File: config.mk
export PLATFORM = sky130hd
export DESIGN_NAME = line_unif_stats
export DESIGN_NICKNAME = d
export VERILOG_FILES = /design/src/rtl/lus_pkg.sv /design/src/rtl/lus_accum.sv /design/src/rtl/lus_div.sv /design/src/rtl/line_unif_stats.sv
export SDC_FILE = /design/constraint.sdc
export NUM_CORES = 1
export LEC_CHECK = 0
export CELL_PAD_IN_SITES_DETAIL_PLACEMENT = 1
export CELL_PAD_IN_SITES_GLOBAL_PLACEMENT = 2
export CORE_AREA = 2 2 194 196
export DETAILED_ROUTE_END_ITERATION = 6
export DIE_AREA = 0 0 196 198
export PLACE_DENSITY = 0.84
export SLEW_MARGIN = 15
export SYNTH_ARGS = -nofsm -noshare
export SYNTH_HDL_FRONTEND = slang
export SYNTH_SLANG_ARGS = --single-unit
export TNS_END_PERCENT = 10
File: constraint.sdc
create_clock -name clk -period 5.1 [get_ports clk]
set_input_delay 0.51 -clock clk [delete_from_list [all_inputs] [get_ports clk]]
set_output_delay 0.51 -clock clk [all_outputs]
set_load 0.01 [all_outputs]
File: src/rtl/lus_pkg.sv
package lus_pkg;

    // Sequencer states of the statistics engine
    typedef enum logic [2:0] {
        ST_IDLE,
        ST_COLLECT,
        ST_MEAN_GO,
        ST_MEAN_WAIT,
        ST_DEV,
        ST_PCT_GO,
        ST_PCT_WAIT,
        ST_DONE
    } lus_state_e;

    // Error flags reported with the results
    typedef struct packed {
        logic zero_mean;
        logic count_bad;
    } lus_flags_t;

    localparam int unsigned PCT_SCALE = 100;

    function automatic int unsigned max_u(input int unsigned a, input int unsigned b);
        return (a > b) ? a : b;
    endfunction

    function automatic int unsigned scale_bits(input int unsigned s);
        return $clog2(s + 1);
    endfunction

endpackage

File: src/rtl/lus_accum.sv
module lus_accum #(
    parameter int PIX_W   = 12,
    parameter int N_VALID = 5300,
    parameter int CNT_W   = $clog2(N_VALID + 1),
    parameter int SUM_W   = PIX_W + CNT_W
) (
    input  logic             clk,
    input  logic             rst,
    input  logic             clr,
    input  logic             en,
    input  logic             vld,
    input  logic [PIX_W-1:0] smp,
    output logic [SUM_W-1:0] sum_o,
    output logic [PIX_W-1:0] min_o,
    output logic [PIX_W-1:0] max_o,
    output logic [CNT_W-1:0] cnt_o,
    output logic             extra_o
);

    localparam logic [CNT_W-1:0] LIMIT = CNT_W'(N_VALID);

    logic [SUM_W-1:0] sum_q, b_sum, n_sum;
    logic [PIX_W-1:0] min_q, b_min, n_min;
    logic [PIX_W-1:0] max_q, b_max, n_max;
    logic [CNT_W-1:0] cnt_q, b_cnt, n_cnt;
    logic             ext_q, b_ext, n_ext;

    always_comb begin
        // a start pulse restarts from the empty state in the same cycle
        b_sum = clr ? '0 : sum_q;
        b_min = clr ? '1 : min_q;
        b_max = clr ? '0 : max_q;
        b_cnt = clr ? '0 : cnt_q;
        b_ext = clr ? 1'b0 : ext_q;
        n_sum = b_sum;
        n_min = b_min;
        n_max = b_max;
        n_cnt = b_cnt;
        n_ext = b_ext;
        if (vld && (en || clr)) begin
            if (b_cnt < LIMIT) begin
                n_sum = b_sum + SUM_W'(smp);
                n_cnt = b_cnt + 1'b1;
                if (smp < b_min) n_min = smp;
                if (smp > b_max) n_max = smp;
            end else begin
                n_ext = 1'b1;
            end
        end
    end

    always_ff @(posedge clk) begin
        if (rst) begin
            sum_q <= '0;
            min_q <= '1;
            max_q <= '0;
            cnt_q <= '0;
            ext_q <= 1'b0;
        end else begin
            sum_q <= n_sum;
            min_q <= n_min;
            max_q <= n_max;
            cnt_q <= n_cnt;
            ext_q <= n_ext;
        end
    end

    assign sum_o   = sum_q;
    assign min_o   = min_q;
    assign max_o   = max_q;
    assign cnt_o   = cnt_q;
    assign extra_o = ext_q;

endmodule

File: src/rtl/lus_div.sv
module lus_div #(
    parameter int W = 25
) (
    input  logic         clk,
    input  logic         rst,
    input  logic         start,
    input  logic [W-1:0] dividend,
    input  logic [W-1:0] divisor,
    output logic         busy,
    output logic         fin,
    output logic [W-1:0] quot
);

    localparam int SW = $clog2(W + 1);
    localparam logic [SW-1:0] LAST = SW'(W - 1);

    logic [W-1:0]  rem_q, quo_q, dvs_q;
    logic [SW-1:0] step_q;
    logic          busy_q, fin_q;
    logic [W:0]    trial;
    logic          fits;

    // one quotient bit per cycle, most significant first
    assign trial = {rem_q, quo_q[W-1]};
    assign fits  = (trial >= {1'b0, dvs_q});

    always_ff @(posedge clk) begin
        if (rst) begin
            rem_q  <= '0;
            quo_q  <= '0;
            dvs_q  <= '0;
            step_q <= '0;
            busy_q <= 1'b0;
            fin_q  <= 1'b0;
        end else if (start) begin
            rem_q  <= '0;
            quo_q  <= dividend;
            dvs_q  <= divisor;
            step_q <= '0;
            busy_q <= 1'b1;
            fin_q  <= 1'b0;
        end else if (busy_q) begin
            rem_q  <= fits ? W'(trial - {1'b0, dvs_q}) : trial[W-1:0];
            quo_q  <= {quo_q[W-2:0], fits};
            step_q <= step_q + 1'b1;
            if (step_q == LAST) begin
                busy_q <= 1'b0;
                fin_q  <= 1'b1;
            end
        end else begin
            fin_q <= 1'b0;
        end
    end

    assign busy = busy_q;
    assign fin  = fin_q;
    assign quot = quo_q;

endmodule

File: src/rtl/line_unif_stats.sv
module line_unif_stats
    import lus_pkg::*;
#(
    parameter int PIX_W   = 12,
    parameter int N_VALID = 5300
) (
    input  logic                   clk,
    input  logic                   rst,
    input  logic                   sol,
    input  logic                   eol,
    input  logic                   smp_vld,
    input  logic [PIX_W-1:0]       smp_dat,
    output logic                   done,
    output logic [PIX_W-1:0]       mean_lvl,
    output logic [PIX_W-1:0]       dev_pos,
    output logic [PIX_W-1:0]       dev_neg,
    output logic [PIX_W-1:0]       dev_max,
    output logic [PIX_W+6:0]       pct,
    output logic                   zero_err,
    output logic                   cnt_err
);

    localparam int CNT_W = $clog2(N_VALID + 1);
    localparam int SUM_W = PIX_W + CNT_W;
    localparam int SCL_W = scale_bits(PCT_SCALE);
    localparam int PCT_W = PIX_W + SCL_W;
    localparam int DIV_W = max_u(SUM_W, PCT_W);
    localparam logic [CNT_W-1:0] FULL_CNT = CNT_W'(N_VALID);

    lus_state_e       state_q;
    lus_flags_t       flags_q;
    logic [SUM_W-1:0] acc_sum;
    logic [PIX_W-1:0] acc_min, acc_max;
    logic [CNT_W-1:0] acc_cnt;
    logic             acc_extra;
    logic             acc_en;
    logic             div_start, div_busy, div_fin;
    logic [DIV_W-1:0] div_num, div_den, div_quo;
    logic [PIX_W-1:0] mean_q, dpos_q, dneg_q, dmax_q;
    logic [PIX_W-1:0] dpos_w, dneg_w;
    logic [PCT_W-1:0] pct_q;
    logic             done_q;

    assign acc_en = (state_q == ST_COLLECT);

    lus_accum #(
        .PIX_W   (PIX_W),
        .N_VALID (N_VALID),
        .CNT_W   (CNT_W),
        .SUM_W   (SUM_W)
    ) u_accum (
        .clk     (clk),
        .rst     (rst),
        .clr     (sol),
        .en      (acc_en),
        .vld     (smp_vld),
        .smp     (smp_dat),
        .sum_o   (acc_sum),
        .min_o   (acc_min),
        .max_o   (acc_max),
        .cnt_o   (acc_cnt),
        .extra_o (acc_extra)
    );

    // the shared divider first forms the mean, then the percentage
    always_comb begin
        if (state_q == ST_MEAN_GO) begin
            div_num = DIV_W'(acc_sum);
            div_den = DIV_W'(N_VALID);
        end else begin
            div_num = DIV_W'(dmax_q) * DIV_W'(PCT_SCALE);
            div_den = DIV_W'(mean_q);
        end
    end

    assign div_start = !sol && ((state_q == ST_MEAN_GO) ||
                                ((state_q == ST_PCT_GO) && (mean_q != '0)));

    lus_div #(
        .W (DIV_W)
    ) u_div (
        .clk      (clk),
        .rst      (rst),
        .start    (div_start),
        .dividend (div_num),
        .divisor  (div_den),
        .busy     (div_busy),
        .fin      (div_fin),
        .quot     (div_quo)
    );

    // deviations floored at zero when the mean lies outside [min, max]
    assign dpos_w = (acc_max > mean_q) ? (acc_max - mean_q) : '0;
    assign dneg_w = (mean_q > acc_min) ? (mean_q - acc_min) : '0;

    always_ff @(posedge clk) begin
        if (rst) begin
            state_q <= ST_IDLE;
            flags_q <= '0;
            mean_q  <= '0;
            dpos_q  <= '0;
            dneg_q  <= '0;
            dmax_q  <= '0;
            pct_q   <= '0;
            done_q  <= 1'b0;
        end else if (sol) begin
            state_q <= ST_COLLECT;
            flags_q <= '0;
            done_q  <= 1'b0;
        end else begin
            case (state_q)
                ST_COLLECT: begin
                    if (eol) state_q <= ST_MEAN_GO;
                end
                ST_MEAN_GO: begin
                    flags_q.count_bad <= (acc_cnt != FULL_CNT) || acc_extra;
                    state_q <= ST_MEAN_WAIT;
                end
                ST_MEAN_WAIT: begin
                    if (div_fin) begin
                        mean_q  <= div_quo[PIX_W-1:0];
                        state_q <= ST_DEV;
                    end
                end
                ST_DEV: begin
                    dpos_q  <= dpos_w;
                    dneg_q  <= dneg_w;
                    dmax_q  <= (dpos_w > dneg_w) ? dpos_w : dneg_w;
                    state_q <= ST_PCT_GO;
                end
                ST_PCT_GO: begin
                    if (mean_q == '0) begin
                        pct_q             <= '1;
                        flags_q.zero_mean <= 1'b1;
                        done_q            <= 1'b1;
                        state_q           <= ST_DONE;
                    end else begin
                        state_q <= ST_PCT_WAIT;
                    end
                end
                ST_PCT_WAIT: begin
                    if (div_fin) begin
                        pct_q   <= div_quo[PCT_W-1:0];
                        done_q  <= 1'b1;
                        state_q <= ST_DONE;
                    end
                end
                default: state_q <= state_q;
            endcase
        end
    end

    assign done     = done_q;
    assign mean_lvl = mean_q;
    assign dev_pos  = dpos_q;
    assign dev_neg  = dneg_q;
    assign dev_max  = dmax_q;
    assign pct      = pct_q;
    assign zero_err = flags_q.zero_mean;
    assign cnt_err  = flags_q.count_bad;

endmodule

# Yosys cells after proc, flatten, opt, wreduce, memory -nomap -nowiden
# Cells that the tools add are included.
dict set report totals {
  reg_bits 218
  in_bits 17
  wordCells 115
}
dict set report op_classes {
  add_sub_neg 6
  multipliers 1
  magnitude_cmp 7
  n_eq_ne 15
  n_mux 40
  bitwise 2
  reduce_logical 23
}
# operator count
set op_table {}
lappend op_table {{25-bit 2-to-1 mux} 7}
lappend op_table {{12-bit 2-to-1 mux} 11}
lappend op_table {{13-bit 2-to-1 mux} 4}
lappend op_table {{12-bit > comparator} 4}
lappend op_table {{19-bit 2-to-1 mux} 2}
lappend op_table {{19-bit one-hot mux with 2 select lines} 1}
lappend op_table {{26-bit by 25-bit >= comparator with 1-bit output} 1}
lappend op_table {{25-bit by 12-bit adder with 25-bit output} 1}
lappend op_table {{25-bit subtractor} 1}
lappend op_table {{12-bit subtractor} 2}
lappend op_table {{3-bit one-hot mux with 6 select lines} 1}
lappend op_table {{12-bit by 5-bit multiplier with 17-bit output, second input constant} 1}
lappend op_table {{13-bit by 1-bit adder with 13-bit output, second input constant} 1}
lappend op_table {{13-bit < comparator, second input constant} 1}
lappend op_table {{13-bit inequality test, second input constant} 1}
lappend op_table {{12-bit logical NOT} 1}
lappend op_table {{12-bit < comparator} 1}
lappend op_table {{4-bit AND reduction} 3}
lappend op_table {{12-bit nonzero test} 1}
lappend op_table {{1-bit 2-to-1 mux} 10}
lappend op_table {{3-bit equality test, second input constant} 3}
lappend op_table {{3-bit 2-to-1 mux} 3}
lappend op_table {{7-bit nonzero test} 1}
lappend op_table {{3-bit by 2-bit equality test with 1-bit output, second input constant} 2}
lappend op_table {{18 further kinds} 30}

# Longest topological paths before layout
dict set report logic_depth {
  word_depth 5
  depth_mapped 21
  mapped_depth_nobuf 19
}

# Cells and area by module
# From an unflattened synthesis, not the netlist that was laid out.
dict set report unflattened {
  cells_unflattened 1855
  area_unflattened_um2 14751.6
}
# module n_inst cells_each area_each_um2 seq_area_each_um2
set by_module_without_submodules {}
lappend by_module_without_submodules {line_unif_stats 1 777 5848.1 1461.4}
lappend by_module_without_submodules {lus_div 1 600 4904.7 1641.6}
lappend by_module_without_submodules {lus_accum 1 478 3998.8 1261.2}

# Worst setup path before layout
# Ideal clock, no wire load.
dict set report synth_path {
  path_type {register to register}
  from {register mean_q[2] (netlist: mean_lvl[2])}
  to {register dmax_q[10] (netlist: dev_max[10])}
  setup_ns 0.134
  t_arrival_ns 4.258
  required_ns 4.966
  slack_ns 0.708
  stages_incl_launch_ff 17
  path_cell_list {dfxtp_1 > inv_1 > ha_1 > nor2b_1 > o31a_1 > o31a_1 > o41ai_1 > clkbuf_1 > nor2_1 > ha_1 > a21o_1 > a221o_1 > a2111oi_0 > nor2_1 > clkbuf_1 > a211oi_1 > a211oi_1}
}
dict set report synth_via {
  elab_chain_cells 4
  elab_cells_between_ends 8
}
# element line
set synth_rtl {}
lappend synth_rtl {{start, declared} line_unif_stats.sv:39} ;# logic [PIX_W-1:0] mean_q, dpos_q, dneg_q, dmax_q;
lappend synth_rtl {{start signal, assigned} line_unif_stats.sv:121} ;# mean_q <= div_quo[PIX_W-1:0];
lappend synth_rtl {{12-bit subtractor or 12-bit > comparator (tied branches)} line_unif_stats.sv:93} ;# assign dpos_w = (acc_max > mean_q) ? (acc_max - mean_q) : '0;
lappend synth_rtl {{12-bit 2-to-1 mux (*)} line_unif_stats.sv:93}
lappend synth_rtl {{named net dpos_w[5]} line_unif_stats.sv:40} ;# logic [PIX_W-1:0] dpos_w, dneg_w;
lappend synth_rtl {{12-bit > comparator (*)} line_unif_stats.sv:128} ;# dmax_q <= (dpos_w > dneg_w) ? dpos_w : dneg_w;
lappend synth_rtl {{12-bit 2-to-1 mux (*)} line_unif_stats.sv:128}
lappend synth_rtl {{end signal, assigned} line_unif_stats.sv:128}
lappend synth_rtl {{end, declared} line_unif_stats.sv:39}
# The timed path passes the listed nets; every way through them passes the cells marked *.
# A chain may end at the register's enable or synchronous reset.

# Worst setup path after layout
dict set report layout_path {
  from {register mean_q[1] (netlist: mean_lvl[1])}
  to {register dmax_q[8] (netlist: dev_max[8])}
}
# Same word-level chain as after synthesis.

==> results.py <==
metrics = {
    "yosys": {
        "synthesis.nets": 1788,
        "synth_most_common_cell": "nor2_1",
        "synth_ff_type": "dfxtp_1",
        "synth_area_um2": 13100,
        "async_flop_share": 0,
        "synth_edf_count": 0,
        "ys_top_cells_by_count": "254 x nor2_1, 206 x dfxtp_1, 128 x ha_1",
        "yosysTopAreaCell": "dfxtp_1",
        "synth_cell_type_count": 70,
        "yosysSeqAreaShare": 0.314,
        "syn_avg_cell_area_um2": 8.04,
        "ys_ff_latch": 206,
        "yosysWarnings": 0,
        "synth_top_cell_area_share": 0.314,
        "syn_inst": 1632,
        "yosys-top-cells-area": "dfxtp_1 31%, ha_1 12%, nor2_1 7.3%, a21oi_1 4.7%, mux2i_1 4.3%",
    },
    "worst_setup_path": {
        "rr_worst_depth": 18,
        "crit_chain": "inv_1, ha_1, nor2b_1, o31a_1, o41ai_1, buf_4, o211ai_1, o41a_1, a21oi_1, ha_1, and4_1, nand4_1, a21oi_1, a2111oi_1, nor2_1, buf_4, a211oi_1, a211oi_1",
        "crit_type": "flip-flop to flip-flop",
        "arrival_ps": 5020,
        "endpoint_kind": "flip-flop",
        "startpoint_type": "flip-flop",
        "reg2reg_to": "dev_max[8]",
        "r2r_start": "mean_lvl[1]",
        "crit_required_ps": 5480,
        "slowest_delay_ps": 570,
        "critPathSlowestCell": "dfxtp_1",
        "rrSetupSlack_ps": 460,
        "cp_num_buf_inv": 3,
        "critical-path-top-delay-family": "compound AO/OA/AOI/OAI gates",
        "critPathMaxFanout": 11,
    },
    "timing": {
        "fin_crit_ps": 4640,
        "timing.slew.headroom": 0.335,
        "tightestPinTransition_ps": 997,
        "max_freq_mhz": 216,
        "hold_violations": 0,
        "finalMaxSlewViolations": 0,
        "setup_viol": 0,
        "grt_setup_unrepaired": "no",
        "worst_hold_slack_ps": 453,
        "finalCritPeriodShare": 0.910,
        "tns_ps": 0,
        "fin_skew_ps": 20.2,
    },
    "layout": {
        "syn_to_final_growth_pct": 18.5,
        "multi_input_area_um2": 8310,
        "final_cell_area_um2": 15500,
        "drive_gt1_frac": 0.0645,
        "utilization": 0.420,
        "fin_nets": 1857,
        "fill_cells": 4435,
        "antenna_cells": 0,
        "seqCellArea_um2": 4130,
    },
    "place": {
        "portBuffers": 86,
        "gp_congestion": 0.874,
        "hpwl_um": 32300,
        "placed_area_um2": 14500,
    },
    "grt": {
        "gr-usage-all-layers": 0.221,
        "grt_max_degree": 86,
        "grt_pass1_wl_um": 68400,
        "antenna_found_initial": 1,
        "grt-ovfl-total": 0,
        "first_global_vias": 12335,
    },
    "run_status": {
        "status": "completed",
    },
    "worst_hold_path": {
        "hold_class": "flip-flop to flip-flop",
        "hold_depth": 2,
        "hold_end": "done",
        "hold_path.startpoint": "done",
    },
    "cts": {
        "cts.sinks": 206,
        "cts-resized-gates": 0,
        "clockBufferDepth": 3,
        "cts_setup_buffers": 0,
        "tritoncts": "done",
        "path_clk_slew_ps": 60,
        "holdBufCountCts": 0,
        "clock_latency_ps": 560,
        "cts_buffers": 26,
        "htree_levels": 1,
        "cts-root-buf": "clkbuf_16",
    },
    "route": {
        "wl_per_cell_um": 19.5,
        "vias_per_cell": 5.44,
        "ant_nets": 0,
        "drtIter0Drc": 593,
        "drc": 0,
        "routed_wl_um": 42700,
        "via_count": 11937,
        "dr.pass1.iters": 5,
    },
    "floorplan": {
        "die_h_um": 198,
        "pin_count": 87,
        "core_area_um2": 37000,
        "rows": 71,
        "dieArea_um2": 38800,
        "die_width_um": 196,
        "start_util": 0.355,
    },
    "run": {
        "drv_cap": 0,
    },
    "power": {
        "vdd_ir_drop_max_mv": 0.195,
        "p_per_area_nw_per_um2": 283,
        "leakage_uw": 0.00638,
    },
}
-- cell usage in the layout, fill, tap and decap left out, types with 7 or more instances in the layout --
cell,n
and3_1,7
ha_1,128
nor4_1,12
o21a_1,10
buf_4,36
nand3_1,20
a21o_1,18
a211oi_1,71
fa_1,11
nand4_1,25
inv_1,106
nand2b_1,23
and2_1,9
nor3_1,43
mux2_2,12
a31oi_1,12
xor2_1,28
xnor2_1,52
nor2b_1,41
nor2_1,252
clkbuf_16,27
a21oi_1,123
mux2i_1,56
nand2_1,112
or3_1,9
dfxtp_1,205
o31a_1,8
clkdlybuf4s50_1,85
o21ai_0,69
-- flip-flops by register name, summed over array words and instances (netlist names), 3 cells and up --
register / flops
state_q: 3
dev_max: 12
pct: 19
u_accum.max_o: 12
u_div.step_q: 5
u_div.quot: 25
u_accum.cnt_o: 13
dev_neg: 12
u_div.dvs_q: 13
mean_lvl: 12
u_div.rem_q: 25
dev_pos: 12
u_accum.min_o: 12
u_accum.sum_o: 25
-- per-layer routing --
layer / up-vias / global-route usage / routed length, µm
met4: 0 / 0.0558 / 1090
met3: 55 / 0.0322 / 1410
met5: - / 0 / 0
met2: 154 / 0.382 / 20100
met1: 5869 / 0.290 / 20100
li1: 5859 / - / -
-- final cells by class --
type | instances | area share
clock buffers | 36 | 0.0495
clock inverters | 12 | 0.0143
inverters | 106 | 0.0256
multi-input cells | 1240 | 0.535
flip-flops and latches | 206 | 0.266
well taps | 474 | 0.0382
repair buffers | 121 | 0.0722
-- worst max path at each step --
stage	startpoint	endpoint	slack, ps	cells after the start
after floorplan	mean_lvl[2]	dev_max[10]	710	16
after global placement	mean_lvl[2]	dev_max[10]	660	17
after detailed placement	mean_lvl[2]	dev_max[8]	460	17
after CTS	mean_lvl[2]	dev_max[8]	430	17
after global routing	mean_lvl[0]	dev_max[9]	40	19
final	mean_lvl[1]	dev_max[8]	460	18
-- worst reg2reg max path, delay by kind of cell, from the launching register on --
kind / cells / cell delay, ps
flops: 1 / 570
fa+ha+maj: 2 / 600
simple gates: 4 / 750
buf+inv: 3 / 520
compound gates: 9 / 2030
-- metrics by stage --
| stage | power, µW | setup slack [ps] | cells |
|---|---|---|---|
| 2_1_floorplan | 2110 | 708 | 1632 |
| 3_3_place_gp | 2280 | 661 | 2147 |
| 3_5_place_dp | 2290 | 456 | 2147 |
| 4_1_cts | 4430 | 431 | 2195 |
| 5_1_grt | 4570 | 42.2 | 2195 |
| 6_report | 4390 | 460 | 2195 |
-- power breakdown --
part / internal (µW) / switching (µW) / total [µW]
Clock: 1360 / 768 / 2130
Combinational: 237 / 368 / 604
Sequential: 1630 / 27.0 / 1660
-- logic make-up (layout without fill, tap and decap cells) --
kind of cell             count (synthesis)  in the layout  synth area share
AND/OR/NAND/NOR                        586            586             0.209
AO/OA/AOI/OAI                          367            367             0.178
XOR/XNOR                                80             80            0.0534
flip-flops                             206            206             0.314
multiplexers                            68             68            0.0530
adder cells (fa/ha/maj)                139            139             0.139
buffers and inverters                  186            275            0.0534
Note: power is estimated with default switching activity, not from simulation.
